--- config.mk ---
export PLATFORM = sky130hd
export DESIGN_NAME = dds_synth
export DESIGN_NICKNAME = d
export VERILOG_FILES = /design/src/rtl/dds_synth_pkg.sv /design/src/rtl/dds_synth_pacer.sv /design/src/rtl/dds_synth_rom.sv /design/src/rtl/dds_synth.sv
export SDC_FILE = /design/constraint.sdc
export NUM_CORES = 1
export LEC_CHECK = 0
export BUFFER_PORTS_ARGS = -buffer_cell sky130_fd_sc_hd__buf_4
export CAP_MARGIN = 20
export CORE_MARGIN = 1.5
export CORE_UTILIZATION = 62
export CTS_CLUSTER_DIAMETER = 80
export DETAILED_ROUTE_END_ITERATION = 16
export PLACE_DENSITY_LB_ADDON = 0.2
export SKIP_LAST_GASP = 1
export SLEW_MARGIN = 15
export SYNTH_ARGS = -nofsm -noshare
export SYNTH_HDL_FRONTEND = slang
export SYNTH_SLANG_ARGS = --single-unit
export TNS_END_PERCENT = 5
--- constraint.sdc ---
create_clock -name clk -period 3.7 [get_ports clk]
set_clock_uncertainty 0.15 [all_clocks]
set_input_delay 0.74 -clock clk [delete_from_list [all_inputs] [get_ports clk]]
set_output_delay 0.74 -clock clk [all_outputs]
set_load 0.02 [all_outputs]
--- src/rtl/dds_synth_pkg.sv ---
package dds_synth_pkg;
    localparam int PHASE_BITS  = 32;
    localparam int SAMPLE_BITS = 8;
    localparam int PRE_DIV     = 9;
    localparam int POST_DIV    = 2;

    typedef enum logic {
        WAVE_SINE = 1'b0,
        WAVE_SAW  = 1'b1
    } wave_t;
endpackage

--- src/rtl/dds_synth_pacer.sv ---
module dds_synth_pacer #(
    parameter int DIV_A = 9,
    parameter int DIV_B = 2
) (
    input  logic clk,
    input  logic rst,
    output logic tick
);
    localparam int AW = (DIV_A > 1) ? $clog2(DIV_A) : 1;
    localparam int BW = (DIV_B > 1) ? $clog2(DIV_B) : 1;
    localparam logic [AW-1:0] A_LAST = AW'(DIV_A - 1);
    localparam logic [BW-1:0] B_LAST = BW'(DIV_B - 1);

    typedef struct packed {
        logic [AW-1:0] a;
        logic [BW-1:0] b;
    } pace_t;

    pace_t state_q, state_d;

    always_comb begin
        state_d = state_q;
        if (state_q.a == A_LAST) begin
            state_d.a = '0;
            state_d.b = (state_q.b == B_LAST) ? '0 : state_q.b + BW'(1);
        end else begin
            state_d.a = state_q.a + AW'(1);
        end
    end

    always_ff @(posedge clk) begin
        if (rst) state_q <= '0;
        else     state_q <= state_d;
    end

    assign tick = (state_q.a == A_LAST) && (state_q.b == B_LAST);

    AST_TICK_GAP:  assert property (@(posedge clk) disable iff (rst)
                       tick |=> !tick);
    AST_PRE_RANGE: assert property (@(posedge clk) disable iff (rst)
                       state_q.a <= A_LAST);
endmodule

--- src/rtl/dds_synth_rom.sv ---
module dds_synth_rom #(
    parameter int ADDR_W = 8,
    parameter int DATA_W = 8
) (
    input  logic [ADDR_W-1:0] addr,
    output logic [DATA_W-1:0] data
);
    localparam int DEPTH = 1 << ADDR_W;
    localparam int HALF  = DEPTH / 2;
    localparam int QTR   = DEPTH / 4;
    localparam int AMP   = (1 << (DATA_W - 1)) - 1;
    localparam int FRAC  = 30;
    localparam int TERMS = 8;
    localparam longint PI_FX = 64'sd3373259426;
    localparam longint GUARD = 64'sd256;

    function automatic logic [DATA_W-1:0] cos_code(input int idx);
        longint one, x, x2, term, sum, scaled;
        int     q;
        logic   neg;
        one = 64'sd1 <<< FRAC;
        if (idx <= QTR) begin
            q = idx;            neg = 1'b0;
        end else if (idx <= HALF) begin
            q = HALF - idx;     neg = 1'b1;
        end else if (idx <= HALF + QTR) begin
            q = idx - HALF;     neg = 1'b1;
        end else begin
            q = DEPTH - idx;    neg = 1'b0;
        end
        x    = (longint'(q) * PI_FX) / longint'(HALF);
        x2   = (x * x) >>> FRAC;
        term = one;
        sum  = one;
        for (int k = 1; k <= TERMS; k++) begin
            term = -((term * x2) >>> FRAC) / longint'((2 * k - 1) * (2 * k));
            sum  = sum + term;
        end
        if (neg) sum = -sum;
        scaled = ((sum + one) * longint'(AMP) + GUARD) >>> FRAC;
        if (scaled < 0)                 scaled = 0;
        if (scaled > longint'(2 * AMP)) scaled = longint'(2 * AMP);
        return DATA_W'(scaled);
    endfunction

    logic [DATA_W-1:0] table_w [DEPTH];

    for (genvar g = 0; g < DEPTH; g++) begin : g_entry
        localparam logic [DATA_W-1:0] ENTRY = cos_code(g);
        assign table_w[g] = ENTRY;
    end

    assign data = table_w[addr];
endmodule

--- src/rtl/dds_synth.sv ---
module dds_synth
    import dds_synth_pkg::*;
#(
    parameter int PHASE_W  = PHASE_BITS,
    parameter int SAMPLE_W = SAMPLE_BITS,
    parameter int DIV_A    = PRE_DIV,
    parameter int DIV_B    = POST_DIV
) (
    input  logic                clk,
    input  logic                rst,
    input  logic                tw_we,
    input  logic [PHASE_W-1:0]  tw_data,
    input  logic                saw_mode,
    input  logic                smp_req,
    output logic                smp_valid,
    output logic [SAMPLE_W-1:0] smp_data
);
    localparam int TOP_LO = PHASE_W - SAMPLE_W;

    typedef struct packed {
        logic [PHASE_W-1:0]  acc;
        logic [PHASE_W-1:0]  tw;
        logic [SAMPLE_W-1:0] sample;
        logic                valid;
    } dds_state_t;

    dds_state_t state_q, state_d;
    logic                tick;
    logic                step;
    logic [SAMPLE_W-1:0] phase_byte;
    logic [SAMPLE_W-1:0] rom_data;
    wave_t               wave;

    dds_synth_pacer #(.DIV_A(DIV_A), .DIV_B(DIV_B)) u_pacer (
        .clk  (clk),
        .rst  (rst),
        .tick (tick)
    );

    assign phase_byte = state_q.acc[PHASE_W-1:TOP_LO];

    dds_synth_rom #(.ADDR_W(SAMPLE_W), .DATA_W(SAMPLE_W)) u_rom (
        .addr (phase_byte),
        .data (rom_data)
    );

    assign wave = wave_t'(saw_mode);
    assign step = tick & smp_req;

    always_comb begin
        state_d       = state_q;
        state_d.valid = step;
        if (tw_we) state_d.tw = tw_data;
        if (step) begin
            state_d.acc    = state_q.acc + state_q.tw;
            state_d.sample = (wave == WAVE_SAW) ? phase_byte : rom_data;
        end
    end

    always_ff @(posedge clk) begin
        if (rst) state_q <= '0;
        else     state_q <= state_d;
    end

    assign smp_valid = state_q.valid;
    assign smp_data  = state_q.sample;

    AST_VALID_NEEDS_REQ: assert property (@(posedge clk) disable iff (rst)
                             smp_valid |-> $past(smp_req));
    AST_DATA_HOLD:       assert property (@(posedge clk) disable iff (rst)
                             !smp_valid |-> $stable(smp_data));
    AST_PHASE_HOLD:      assert property (@(posedge clk) disable iff (rst)
                             !smp_valid |-> $stable(state_q.acc));
    AST_PHASE_STEP:      assert property (@(posedge clk) disable iff (rst)
                             smp_valid |-> state_q.acc == $past(state_q.acc) + $past(state_q.tw));
    AST_SAW_BYPASS:      assert property (@(posedge clk) disable iff (rst)
                             (smp_valid && $past(saw_mode)) |-> smp_data == $past(phase_byte));
    AST_VALID_PULSE:     assert property (@(posedge clk) disable iff (rst)
                             smp_valid |=> !smp_valid);
endmodule

======== Word-level counts from Yosys, hierarchy flattened ========
Memories as Yosys holds them, arrays and structs flattened.
Index checks and enable logic that the tools add are counted.
word-level totals
  register bits ........................... 78
  memory bits (read-only) ................. 2048
  bits of input ports ..................... 37
  output and inout bits ................... 9
  logic and storage cells ................. 20
  memories kept ........................... 1
memories
  memory           words  bits a word  rd ports  clocked after memory_dff  wr ports  line                 source
  (no name shown)  256    8            1         0                         0         dds_synth_rom.sv:53  assign data = table_w[addr];
operators by class
  add/subtract/negate cells ............... 3
  magnitude comparators ................... 1
  equality and inequality tests ........... 1
  mux-type cells .......................... 4
  bitwise logic cells ..................... 2
  reductions and logical operators ........ 2
operator list
  kind                   number
  $add A32 B32 Y32       1
  $mux W8                3
  $ge A9 B9 Y1 const B   1
  $not A8 Y9             1
  $add A4 B1 Y4 const B  1
  $eq A4 B4 Y1 const B   1
  $reduce_or A2 Y1       1
  $add A1 B1 Y1 const B  1
  $and A1 B1 Y1          1
  $logic_and A1 B1 Y1    1
  $mux W1                1

======== Depth between registers and ports, before layout ========
Gate-level depths: netlist of the first run.
  word-level depth ........................ 5
  gate-level depth with buffers ........... 12
  gate-level depth less buffers ........... 10

======== By module ========
Synthesis of the first run repeated with hierarchy kept, for this count alone.
unflattened totals
  cells, all modules ...................... 857
  area total of the unflattened synthesis .. 6632.6 µm²
modules (own cells, without submodules)
  module           instances  cells an instance  area an instance (µm²)  seq. area each (µm²)
  dds_synth        1          544                4506.8                  1461.4
  dds_synth_rom    1          290                1898.1                  0.0
  dds_synth_pacer  1          23                 227.7                   100.1

======== Least setup slack after synthesis of the first run ========
Ideal clock, no wire load.
  path type ............................... reg2reg
  start ................................... register state_q, in the netlist phase_byte[1]
  end ..................................... register state_q, in the netlist smp_data[0]
  setup time .............................. 0.091 ns
  arrival time ............................ 2.538 ns
  required time ........................... 3.459 ns
  slack ................................... 0.921 ns
  stages on the path, launching flop included .. 12
  path buffers ............................ 2
  period minus slack after synthesis ...... 2.779 ns
  cells stage by stage .................... dfxtp_1 > buf_2 > inv_1 > ha_1 > clkbuf_1 > nand2_1 > a31oi_1 > a21oi_1 > o32ai_1 > nor2_1 > a211o_1 > a311oi_1
between the ends
  longest elaborated chain between the ends .. 5
ends and longest elaborated chain
  what                                         line                 source
  start, declared                              dds_synth.sv:27      dds_state_t state_q, state_d;
  start signal, assigned                       dds_synth.sv:62      else state_q <= state_d;
  $not A8 Y9 (not written as such)             dds_synth_rom.sv:53
  $mem_v2 Z256 W8                              --
  $mux W8 (not written as such) (2 in series)  dds_synth_rom.sv:53
  $mux W8                                      dds_synth.sv:56      state_d.sample = (wave == WAVE_SAW) ? phase_byte : rom_data;
No other way between the ends. The select of a mux whose other input is x is not followed.
A chain may end at the register's enable or synchronous reset.

======== Worst setup path after layout of the first run ========
Ends and elaborated chain as after synthesis.

==> results of run 1 <==
layout make-up:
cell class,instances,area share
inverter,18,0.0100
tap,133,0.0246
clock inverter,6,0.0104
timing repair buffer,60,0.0685
multi-input combinational,649,0.637
clock buffer,9,0.0183
sequential,78,0.231
worst reg2reg max path: stages (launching register included):
cell and delay, ps:
sky130_fd_sc_hd__dfxtp_1 660, sky130_fd_sc_hd__inv_1 290, sky130_fd_sc_hd__ha_1 640, sky130_fd_sc_hd__mux2i_1 130, sky130_fd_sc_hd__o21ai_0 310, sky130_fd_sc_hd__a31o_2 160
sky130_fd_sc_hd__nand3_1 100, sky130_fd_sc_hd__o32ai_1 180, sky130_fd_sc_hd__nor2_1 60, sky130_fd_sc_hd__a211o_1 290, sky130_fd_sc_hd__a311oi_1 240
state kept, by name (all words and copies together), names as in the netlist:
| name | cells |
|---|---|
| phase_byte | 8 |
| smp_data | 8 |
| smp_valid | 1 |
| state_q | 56 |
| u_pacer.state_q | 5 |
logic make-up after synthesis:
| logic type | after synthesis | synth area share |
|---|---|---|
| AO/OA/AOI/OAI | 277 | 0.298 |
| flip-flops | 78 | 0.246 |
| buffers and inverters | 95 | 0.0779 |
| AND/OR/NAND/NOR | 267 | 0.193 |
| XOR/XNOR | 23 | 0.0317 |
| adder cells (fa/ha/maj) | 43 | 0.0858 |
| multiplexers | 39 | 0.0675 |
cell usage in the layout, fill, tap and decap left out, types with 10 or more instances in the layout:
cell / n
sky130_fd_sc_hd__a211oi_1: 16
sky130_fd_sc_hd__a21o_1: 23
sky130_fd_sc_hd__a21oi_1: 70
sky130_fd_sc_hd__a31oi_1: 15
sky130_fd_sc_hd__buf_4: 59
sky130_fd_sc_hd__dfxtp_1: 76
sky130_fd_sc_hd__ha_1: 42
sky130_fd_sc_hd__inv_1: 18
sky130_fd_sc_hd__mux2i_1: 35
sky130_fd_sc_hd__nand2_1: 89
sky130_fd_sc_hd__nand2b_1: 11
sky130_fd_sc_hd__nand3_1: 19
sky130_fd_sc_hd__nand4_1: 10
sky130_fd_sc_hd__nor2_1: 86
sky130_fd_sc_hd__nor3_1: 11
sky130_fd_sc_hd__o21ai_0: 50
sky130_fd_sc_hd__xnor2_1: 16
metrics by stage:
stage                      util  total power [mW]  worst slack [ps]
after detailed placement  0.665              1.06               492
after CTS                 0.685              1.71               470
after global routing      0.685              1.77               152
final                     0.685              1.70               412
after global placement    0.665              1.05               556
after floorplan               -              1.01               921
final timing paths:
kind / start / end / cells past startpoint
worst min register to register: state_q[47]$_SDFFE_PP0P_ / state_q[47]$_SDFFE_PP0P_ / 2
worst min-delay path: state_q[47]$_SDFFE_PP0P_ / state_q[47]$_SDFFE_PP0P_ / 2
worst max-delay path: phase_byte[1]$_SDFFE_PP0P_ / smp_data[0]$_SDFFE_PP0P_ / 10
worst max register to register: phase_byte[1]$_SDFFE_PP0P_ / smp_data[0]$_SDFFE_PP0P_ / 10
cell usage after synthesis (all sizes together), types with 6 or more instances:
cell    instances  area share
a211oi         16       0.019
a21o           26       0.031
a21oi          72       0.058
a221oi          6      0.0083
a31oi          17       0.020
buf            41       0.035
clkbuf         36       0.033
dfxtp          78        0.25
ha             42       0.083
inv            18       0.011
mux2i          35       0.055
nand2          90       0.054
nand2b         11       0.011
nand3          20       0.017
nand4          10      0.0098
nor2           86       0.051
nor2b           8      0.0079
nor3           12       0.010
o211ai          8       0.010
o21ai          60       0.048
o221ai          7      0.0096
o311ai          7      0.0096
o31ai           9       0.011
xnor2          16       0.022
xor2            7      0.0096
per-layer routing:
metal,part of all wire,vias to the layer above,track usage
met5,0,-,0
met4,0.023,0,0.124
met3,0.080,42,0.0714
met2,0.46,284,0.513
met1,0.43,2914,0.429
li1,-,3002,-
power by group through the flow:
stage	combinational [mW]	clock [mW]	sequential, mW
floorplan	0.116	0	0.893
global placement	0.150	0	0.898
detailed placement	0.159	0	0.899
CTS	0.160	0.674	0.880
global route	0.177	0.708	0.882
finish	0.160	0.661	0.880
==> flow_summary.ini, run 1 <==
[pwr]
power.switching_uw = 452
share_comb_of_total_power = 0.094
power.density_nw_per_um2 = 252
power.switching_fraction = 0.266
intPower_mw = 1.25
peakVddDrop_v = 0.000403
clock_power_share = 0.389
leakage_power_summed_over_all_cells_nw = 2.80
power.share.sequential = 0.517

[setup_path]
cp_slowest_cell = sky130_fd_sc_hd__dfxtp_1
regToRegSetupSlack_ps = 410
path_buf_inv = 1
crit_family = compound AO/OA/AOI/OAI gates
critical-path-max-stage-delay_ps = 660
setup_cp_type = reg -> reg
start_kind = register
crit_path_end_kind = register
critical_path_peak_fanout = 16
worstPathRequired_ps = 3840
arrival_ps = 3430
cp_cell_sequence = inv_1, ha_1, mux2i_1, o21ai_0, a31o_2, nand3_1, o32ai_1, nor2_1, a211o_1, a311oi_1

[sta]
final-hold-violation-count = 0
setup_tns_ps = 0
timing_worst_slew_pin_value_ps = 855
timing.hold.ws_ps = 312
final-setup-viol-count = 0
timing.max_slew.rel_slack = 0.429
fmax_mhz = 304
post_route_clock_period_utilization = 0.889
slew_violations = 0
fin_crit_ps = 3290
grt_setup_unrepaired = no

[yosys]
postSynthAreaPerCell_um2 = 7.74
yosys_warnings = 0
ys_ff_latch = 78
seq_area_frac_synth = 0.246
synthesis.nets = 902
async_reset_ff_frac = 0
netlist_area_um2 = 6360
syn_inst = 822
ys_dominant_reg_cell = sky130_fd_sc_hd__dfxtp_1
synth.distinct_cells = 85
synth_edf_count = 0

[placement]
gp_routability_congestion = 0.966
hpwlAfterDp_mm = 12.3
cell_area_reported_after_detailed_placement_um2 = 6560
place.port_buffers = 45
placed_cells_incl_taps = 938

[cts]
cts-hold-fix-buffers = 0
cts-resized-gates = 0
tritoncts_num_sinks = 78
h-tree-depth = 3
ctsRootBufferMaster = sky130_fd_sc_hd__clkbuf_8
cts_tree = built
cts_max_path_buffers = 2
worstSkewPairLatency_ps = 380
cts_setup_buffers = 0
worst_setup_hold_path_clk_slew_ps = 90
num_cts_buffers = 9

[layout]
final_cell_area_um2 = 6760
multi_input_comb_area_um2 = 4300
antenna_cells = 0
post_route_cells_drive_above_1_share = 0.129
fin_cells = 953
sequential_cell_area_um2 = 1560
num-nets-final = 896
nFillCells = 830
syn_to_final_growth_pct = 6.26

[route]
vias_after_detailed_routing = 6242
firstDrtPassIters = 5
drt_drc_violations_left = 0
drt-initial-drc-count = 633
residual_antenna_violating_net_count_after_detailed_routing = 0
detail_route.vias_per_cell = 6.55
wire_per_inst_um = 18.4
drt-total-wl_mm = 17.5

[die]
floorplan.initialDensity = 0.645
die_width_um = 104
area_of_the_core_um2 = 9860
num_rows = 36
top_level_i_o_count = 46
fp.dieArea_um2 = 10900
die_height_um = 104

[hold_path]
min_path_type = reg -> reg

[run_status]
status = finished, final reports clean

[global_route]
maximum_number_of_pins_on_one_net_before_global_route_repair = 74
global_route.overflow_total = 0
grt_util_all_layers = 0.324
number_of_global_route_vias_before_repair = 5916
global_route_wire_length_before_repair_mm = 28.6
antenna_found_initial = 0

[job]
max_cap_violations = 0
Power figures use the tool's default switching activity.
==> run 2, diff against run 1 <==
--- a/config.mk
+++ b/config.mk
@@ -8,7 +8,7 @@
 export BUFFER_PORTS_ARGS = -buffer_cell sky130_fd_sc_hd__buf_4
 export CAP_MARGIN = 20
 export CORE_MARGIN = 1.5
-export CORE_UTILIZATION = 62
+export CORE_UTILIZATION = 56
 export CTS_CLUSTER_DIAMETER = 80
 export DETAILED_ROUTE_END_ITERATION = 16
 export PLACE_DENSITY_LB_ADDON = 0.2
==> constraint.sdc (replaced) <==
create_clock -name clk -period 2.8 [get_ports clk]
set_clock_uncertainty 0.15 [all_clocks]
set_input_delay 0.56 -clock clk [delete_from_list [all_inputs] [get_ports clk]]
set_output_delay 0.56 -clock clk [all_outputs]
set_load 0.02 [all_outputs]
==> run 2 against run 1 <==
Critical path depth did not move. Register-to-register slack got worse by 390 ps. Cell count is 4.8% higher. Die area increased by 10%. Routed wire length is 7.4% higher. Maximum frequency rose by 18%. Utilization is 1.4 points lower. Highest routed layer unchanged.
==> flow_summary.ini, run 2 (same netlist as run 1, synthesis figures left out) <==
[die]
die_height_um = 110
floorplan.initialDensity = 0.581
num_rows = 38
die_width_um = 110
fp.dieArea_um2 = 12000
area_of_the_core_um2 = 10900
top_level_i_o_count = 46

[pwr]
share_comb_of_total_power = 0.085
clock_power_share = 0.482
intPower_mw = 2.06
power.switching_fraction = 0.235
power.density_nw_per_um2 = 367
power.share.sequential = 0.433
peakVddDrop_v = 0.000509
leakage_power_summed_over_all_cells_nw = 3.11
power.switching_uw = 631

[setup_path]
cp_slowest_cell = sky130_fd_sc_hd__a221o_2
setup_cp_type = reg -> reg
capturing_point_of_the_worst_reg2reg_path = state_q[64]$_SDFFE_PP0P_
critical-path-max-stage-delay_ps = 490
arrival_ps = 2920
worst-r2r-cell-count = 10
critical_path_peak_fanout = 5
setup.worst_path.end = state_q[64]$_SDFFE_PP0P_
start_kind = register
cp_cell_sequence = ha_1, a21o_1, a31oi_4, a311oi_2, a221o_2, buf_4, a21oi_4, o21ai_4, a311o_1, nand3_1
reg2reg_from = state_q[13]$_SDFFE_PP0P_
crit_path_end_kind = register
worstPathRequired_ps = 2940
critical_path.startpoint = state_q[13]$_SDFFE_PP0P_
regToRegSetupSlack_ps = 20

[layout]
syn_to_final_growth_pct = 15.3
largest_register_ff_count = 56
most_flop_heavy_register = state_q
sequential_cell_area_um2 = 1570
num-nets-final = 934
post_route_cells_drive_above_1_share = 0.176
fin_cells = 999
antenna_cells = 0
multi_input_comb_area_um2 = 4370
mostFrequentLayoutCells = sky130_fd_sc_hd__buf_4, sky130_fd_sc_hd__nand2_1, sky130_fd_sc_hd__nor2_1, sky130_fd_sc_hd__dfxtp_1, sky130_fd_sc_hd__a21oi_1
mostFrequentLayoutCell = sky130_fd_sc_hd__buf_4
nFillCells = 939

[sta]
final-setup-viol-count = 0
post_route_clock_period_utilization = 0.993
setup_tns_ps = 0
slew_violations = 0
final-hold-violation-count = 0
timing.max_slew.rel_slack = 0.579
fmax_mhz = 360
grt_setup_unrepaired = yes
timing_worst_slew_pin_value_ps = 631
fin_crit_ps = 2780
finalWorstSetupSlack_ps = 18.4

[cts]
tritoncts_num_sinks = 78
num_cts_buffers = 9
cts_tree = built
cts-hold-fix-buffers = 0
h-tree-depth = 3
worstSkewPairLatency_ps = 350
ctsRootBufferMaster = sky130_fd_sc_hd__clkbuf_16
worst_setup_hold_path_clk_slew_ps = 70
cts_max_path_buffers = 2

[run_status]
status = finished, final reports clean

[global_route]
antenna_found_initial = 0
global_route.overflow_total = 0
global_route_wire_length_before_repair_mm = 30.6
number_of_global_route_vias_before_repair = 6193
maximum_number_of_pins_on_one_net_before_global_route_repair = 69
grt_util_all_layers = 0.325

[route]
residual_antenna_violating_net_count_after_detailed_routing = 0
drt-initial-drc-count = 709
detail_route.vias_per_cell = 6.45
drt-total-wl_mm = 18.8
wire_per_inst_um = 18.9
drt_drc_violations_left = 0
vias_after_detailed_routing = 6439
firstDrtPassIters = 6

[placement]
placed_cells_incl_taps = 980
hpwlAfterDp_mm = 13.0
worst_slack_after_detailed_placement_ps = 23.9
place.port_buffers = 45
gp_routability_congestion = 0.986

[job]
max_cap_violations = 0

[hold_path]
min_path_type = in -> reg
-- run 2: changes by cell type in the layout (fill, tap and decap cells not counted), sizes merged --
cell | previous run | this run
clkinv | 0 | 1
clkinvlp | 3 | 2
buf | 60 | 98
inv | 20 | 19
bufinv | 1 | 2
clkbuf | 9 | 10
-- run 2: how the worst min path moves through the flow --
stage | from | end | slack, ps | depth (start not counted)
final | tw_data[17] | state_q[26]$_SDFFE_PP0P_ | 300 | 3
after global routing | tw_data[30] | state_q[39]$_SDFFE_PP0P_ | 310 | 3
after CTS | tw_data[17] | state_q[26]$_SDFFE_PP0P_ | 290 | 3
after detailed placement | state_q[47]$_SDFFE_PP0P_ | state_q[47]$_SDFFE_PP0P_ | 300 | 2
after global placement | state_q[45]$_SDFFE_PP0P_ | state_q[45]$_SDFFE_PP0P_ | 290 | 2
after floorplan | state_q[61]$_SDFFE_PP0P_ | state_q[61]$_SDFFE_PP0P_ | 280 | 2
-- run 2: metal layers --
layer	vias to the layer above	wire length [um]	track usage
met2	253	8720	0.530
met1	3070	8590	0.435
li1	3073	-	-
met5	-	0	0
met4	0	457	0.125
met3	43	1080	0.0445
-- run 2: area by class of cell --
class	instances	share of cell area
sequential	78	0.213
inverter	18	0.00921
multi-input combinational	649	0.596
timing repair buffer	98	0.112
tap	140	0.0239
clock buffer	10	0.0326
clock inverter	6	0.0126
-- run 2: power groups by stage --
| stage | registers [mW] | logic [mW] | clock network (mW) |
|---|---|---|---|
| floorplan | 1.18 | 0.154 | 0 |
| global route | 1.17 | 0.252 | 1.36 |
| global placement | 1.19 | 0.211 | 0 |
| detailed placement | 1.19 | 0.221 | 0 |
| CTS | 1.16 | 0.226 | 1.31 |
| finish | 1.17 | 0.229 | 1.30 |
-- run 2: critical path: cells and delay by family (launching register included) --
| family | cells | cell delay [ps] |
|---|---|---|
| compound gates | 7 | 1680 |
| buf+inv | 1 | 170 |
| simple gates | 1 | 70 |
| flops | 1 | 330 |
| fa+ha+maj | 1 | 320 |
-- run 2: repair_timing --
item | 4_1_cts | 5_1_grt
cloned | 0 | 0
buffers inserted | 1 | 2
pin swaps | 1 | 6
resized for setup | 0 | 14
endpoints found under the setup margin | 2 | 12
-- run 2: stage by stage --
step / power, mW / area (um^2) / hold WS (ps) / utilization
after floorplan: 1.33 / 6360 / 283 / -
after global placement: 1.40 / 6910 / 292 / 0.632
after detailed placement: 1.41 / 6910 / 300 / 0.632
after CTS: 2.70 / 7250 / 294 / 0.663
after global routing: 2.78 / 7330 / 314 / 0.671
final: 2.69 / 7330 / 296 / 0.671
==> run 3, diff against run 2 <==
--- a/config.mk
+++ b/config.mk
@@ -8,10 +8,10 @@
 export BUFFER_PORTS_ARGS = -buffer_cell sky130_fd_sc_hd__buf_4
 export CAP_MARGIN = 20
 export CORE_MARGIN = 1.5
-export CORE_UTILIZATION = 56
+export CORE_UTILIZATION = 40
 export CTS_CLUSTER_DIAMETER = 80
 export DETAILED_ROUTE_END_ITERATION = 16
-export PLACE_DENSITY_LB_ADDON = 0.2
+export PLACE_DENSITY = 0.69
 export SKIP_LAST_GASP = 1
 export SLEW_MARGIN = 15
 export SYNTH_ARGS = -nofsm -noshare
==> run 3 against run 2 <==
Cell area is 0.65% higher. Routed wire length down 7.8%. Die area is 39% higher. Count of clock-buffer cells in the layout is the same. Register-to-register slack hardly changed. Sequential power is essentially flat. First-iteration DRC count is 11% lower. Setup slack better by 12 ps. Maximum frequency rose by 0.42%. Via count shrank 2.6%. Largest power group unchanged.
==> flow_summary.ini, run 3 (same netlist as run 1, synthesis figures left out) <==
[run_status]
status = finished, final reports clean

[sta]
fin_crit_ps = 2770
grt_setup_unrepaired = yes
final-hold-violation-count = 0
final-setup-viol-count = 0
timing_worst_slew_pin_value_ps = 608
post_route_clock_period_utilization = 0.989
fmax_mhz = 361
slew_violations = 0
timing.max_slew.rel_slack = 0.594

[pwr]
leakage_power_summed_over_all_cells_nw = 3.12
peakVddDrop_v = 0.000350
report.power.total_mw = 2.63
power.density_nw_per_um2 = 356

[global_route]
global_route_wire_length_before_repair_mm = 29.0
grt_util_all_layers = 0.214
antenna_found_initial = 0
number_of_global_route_vias_before_repair = 5937
maximum_number_of_pins_on_one_net_before_global_route_repair = 69
global_route.overflow_total = 0

[cts]
worstSkewPairLatency_ps = 340
h-tree-depth = 3
ctsRootBufferMaster = sky130_fd_sc_hd__clkbuf_16
worst_setup_hold_path_clk_slew_ps = 60
tritoncts_num_sinks = 78
num_cts_buffers = 9
cts_max_path_buffers = 2
cts-hold-fix-buffers = 0
cts_tree = built

[layout]
sequential_cell_area_um2 = 1570
multi_input_comb_area_um2 = 4360
num-nets-final = 939
largest_register_ff_count = 56
syn_to_final_growth_pct = 16.1
mostFrequentLayoutCell = sky130_fd_sc_hd__buf_4
post_route_cells_drive_above_1_share = 0.179
mostFrequentLayoutCells = sky130_fd_sc_hd__buf_4, sky130_fd_sc_hd__nand2_1, sky130_fd_sc_hd__nor2_1, sky130_fd_sc_hd__dfxtp_1, sky130_fd_sc_hd__a21oi_1
fin_cells = 1073
antenna_cells = 0
most_flop_heavy_register = state_q
nFillCells = 1473
final_core_util = 0.480

[placement]
hpwlAfterDp_mm = 12.4
placed_cells_incl_taps = 1055
place.port_buffers = 45
gp_routability_congestion = 0.925

[route]
drt-initial-drc-count = 629
firstDrtPassIters = 8
wire_per_inst_um = 16.2
vias_after_detailed_routing = 6270
residual_antenna_violating_net_count_after_detailed_routing = 0
detail_route.vias_per_cell = 5.84
drt-total-wl_mm = 17.4
drt_drc_violations_left = 0

[setup_path]
reg2reg_from = state_q[9]$_SDFFE_PP0P_
worstPathRequired_ps = 2850
start_kind = register
path_buf_inv = 1
regToRegSetupSlack_ps = 30
cp_slowest_cell = sky130_fd_sc_hd__fa_1
worst-r2r-cell-count = 11
arrival_ps = 2820
critical_path_peak_fanout = 3
cp_cell_sequence = ha_1, fa_1, a21oi_2, a2bb2oi_2, a22oi_4, buf_4, o2111ai_1, nand2b_1, a31oi_1, xnor2_1, o21ai_1
capturing_point_of_the_worst_reg2reg_path = state_q[57]$_SDFFE_PP0P_
setup_cp_type = reg -> reg
critical-path-max-stage-delay_ps = 420
crit_family = compound AO/OA/AOI/OAI gates
crit_path_end_kind = register

[hold_path]
worstHoldEndpoint = state_q[46]$_SDFFE_PP0P_
worstHoldPathCells = 2
min_path_type = reg -> reg
hp-start = state_q[46]$_SDFFE_PP0P_

[die]
floorplan.initialDensity = 0.414
area_of_the_core_um2 = 15400
die_height_um = 129
top_level_i_o_count = 46
num_rows = 45
die_width_um = 129
fp.dieArea_um2 = 16700

[job]
max_cap_violations = 0
==> run 3: tightest hold or removal path: stages, from the launching register on <==
cell,delay [ps]
sky130_fd_sc_hd__dfxtp_1,310
sky130_fd_sc_hd__nand2_1,50
sky130_fd_sc_hd__a21oi_1,50
==> run 3: area by class of cell <==
type,count,area share
Clock inverter,4,0.00983
Clock buffer,10,0.0324
Sequential cell,78,0.212
Inverter,18,0.00915
Tap cell,211,0.0358
Multi-Input combinational cell,649,0.591
Timing Repair Buffer,103,0.110
==> run 3: timing repair <==
| action | CTS | global route |
|---|---|---|
| pin swaps | 0 | 2 |
| resized for setup | 1 | 9 |
| endpoints found under the setup margin | 3 | 11 |
| buffers inserted | 0 | 4 |
| hold endpoints to repair | 0 | 0 |
==> run 3: how the worst max path moves through the flow <==
stage / end / startpoint / slack, ps / cells after the start
6_report: state_q[57]$_SDFFE_PP0P_ / state_q[9]$_SDFFE_PP0P_ / 30 / 11
3_3_place_gp: phase_byte[2]$_SDFFE_PP0P_ / state_q[9]$_SDFFE_PP0P_ / 60 / 10
3_5_place_dp: phase_byte[2]$_SDFFE_PP0P_ / state_q[9]$_SDFFE_PP0P_ / -10 / 10
2_1_floorplan: smp_data[0]$_SDFFE_PP0P_ / phase_byte[1]$_SDFFE_PP0P_ / 20 / 11
5_1_grt: phase_byte[2]$_SDFFE_PP0P_ / state_q[24]$_SDFFE_PP0P_ / -90 / 9
4_1_cts: state_q[60]$_SDFFE_PP0P_ / state_q[13]$_SDFFE_PP0P_ / -10 / 9
==> run 3: through the flow <==
step                      setup slack (ps)  hold WS [ps]  instance area (um^2)  setup TNS [ps]
after floorplan                       21.3           283                  6360               0
after global placement                63.0           292                  6980               0
after detailed placement             -10.9           300                  6980           -10.9
after CTS                            -14.1           304                  7300           -14.1
after global routing                 -85.1           304                  7380            -452
final                                 30.0           305                  7380               0
==> run 3: routing by layer <==
| metal | GRT usage | vias to the layer above | wire [um] |
|---|---|---|---|
| met5 | 0 | - | 0 |
| met4 | 0.0720 | 0 | 380 |
| met3 | 0.0330 | 32 | 1050 |
| met2 | 0.354 | 232 | 8100 |
| met1 | 0.287 | 2921 | 7860 |
| li1 | - | 3085 | - |
==> run 3: where the power goes <==
group	internal, mW	switching (mW)
Sequential	1.14	0.0229
Clock	0.793	0.446
Combinational	0.107	0.116
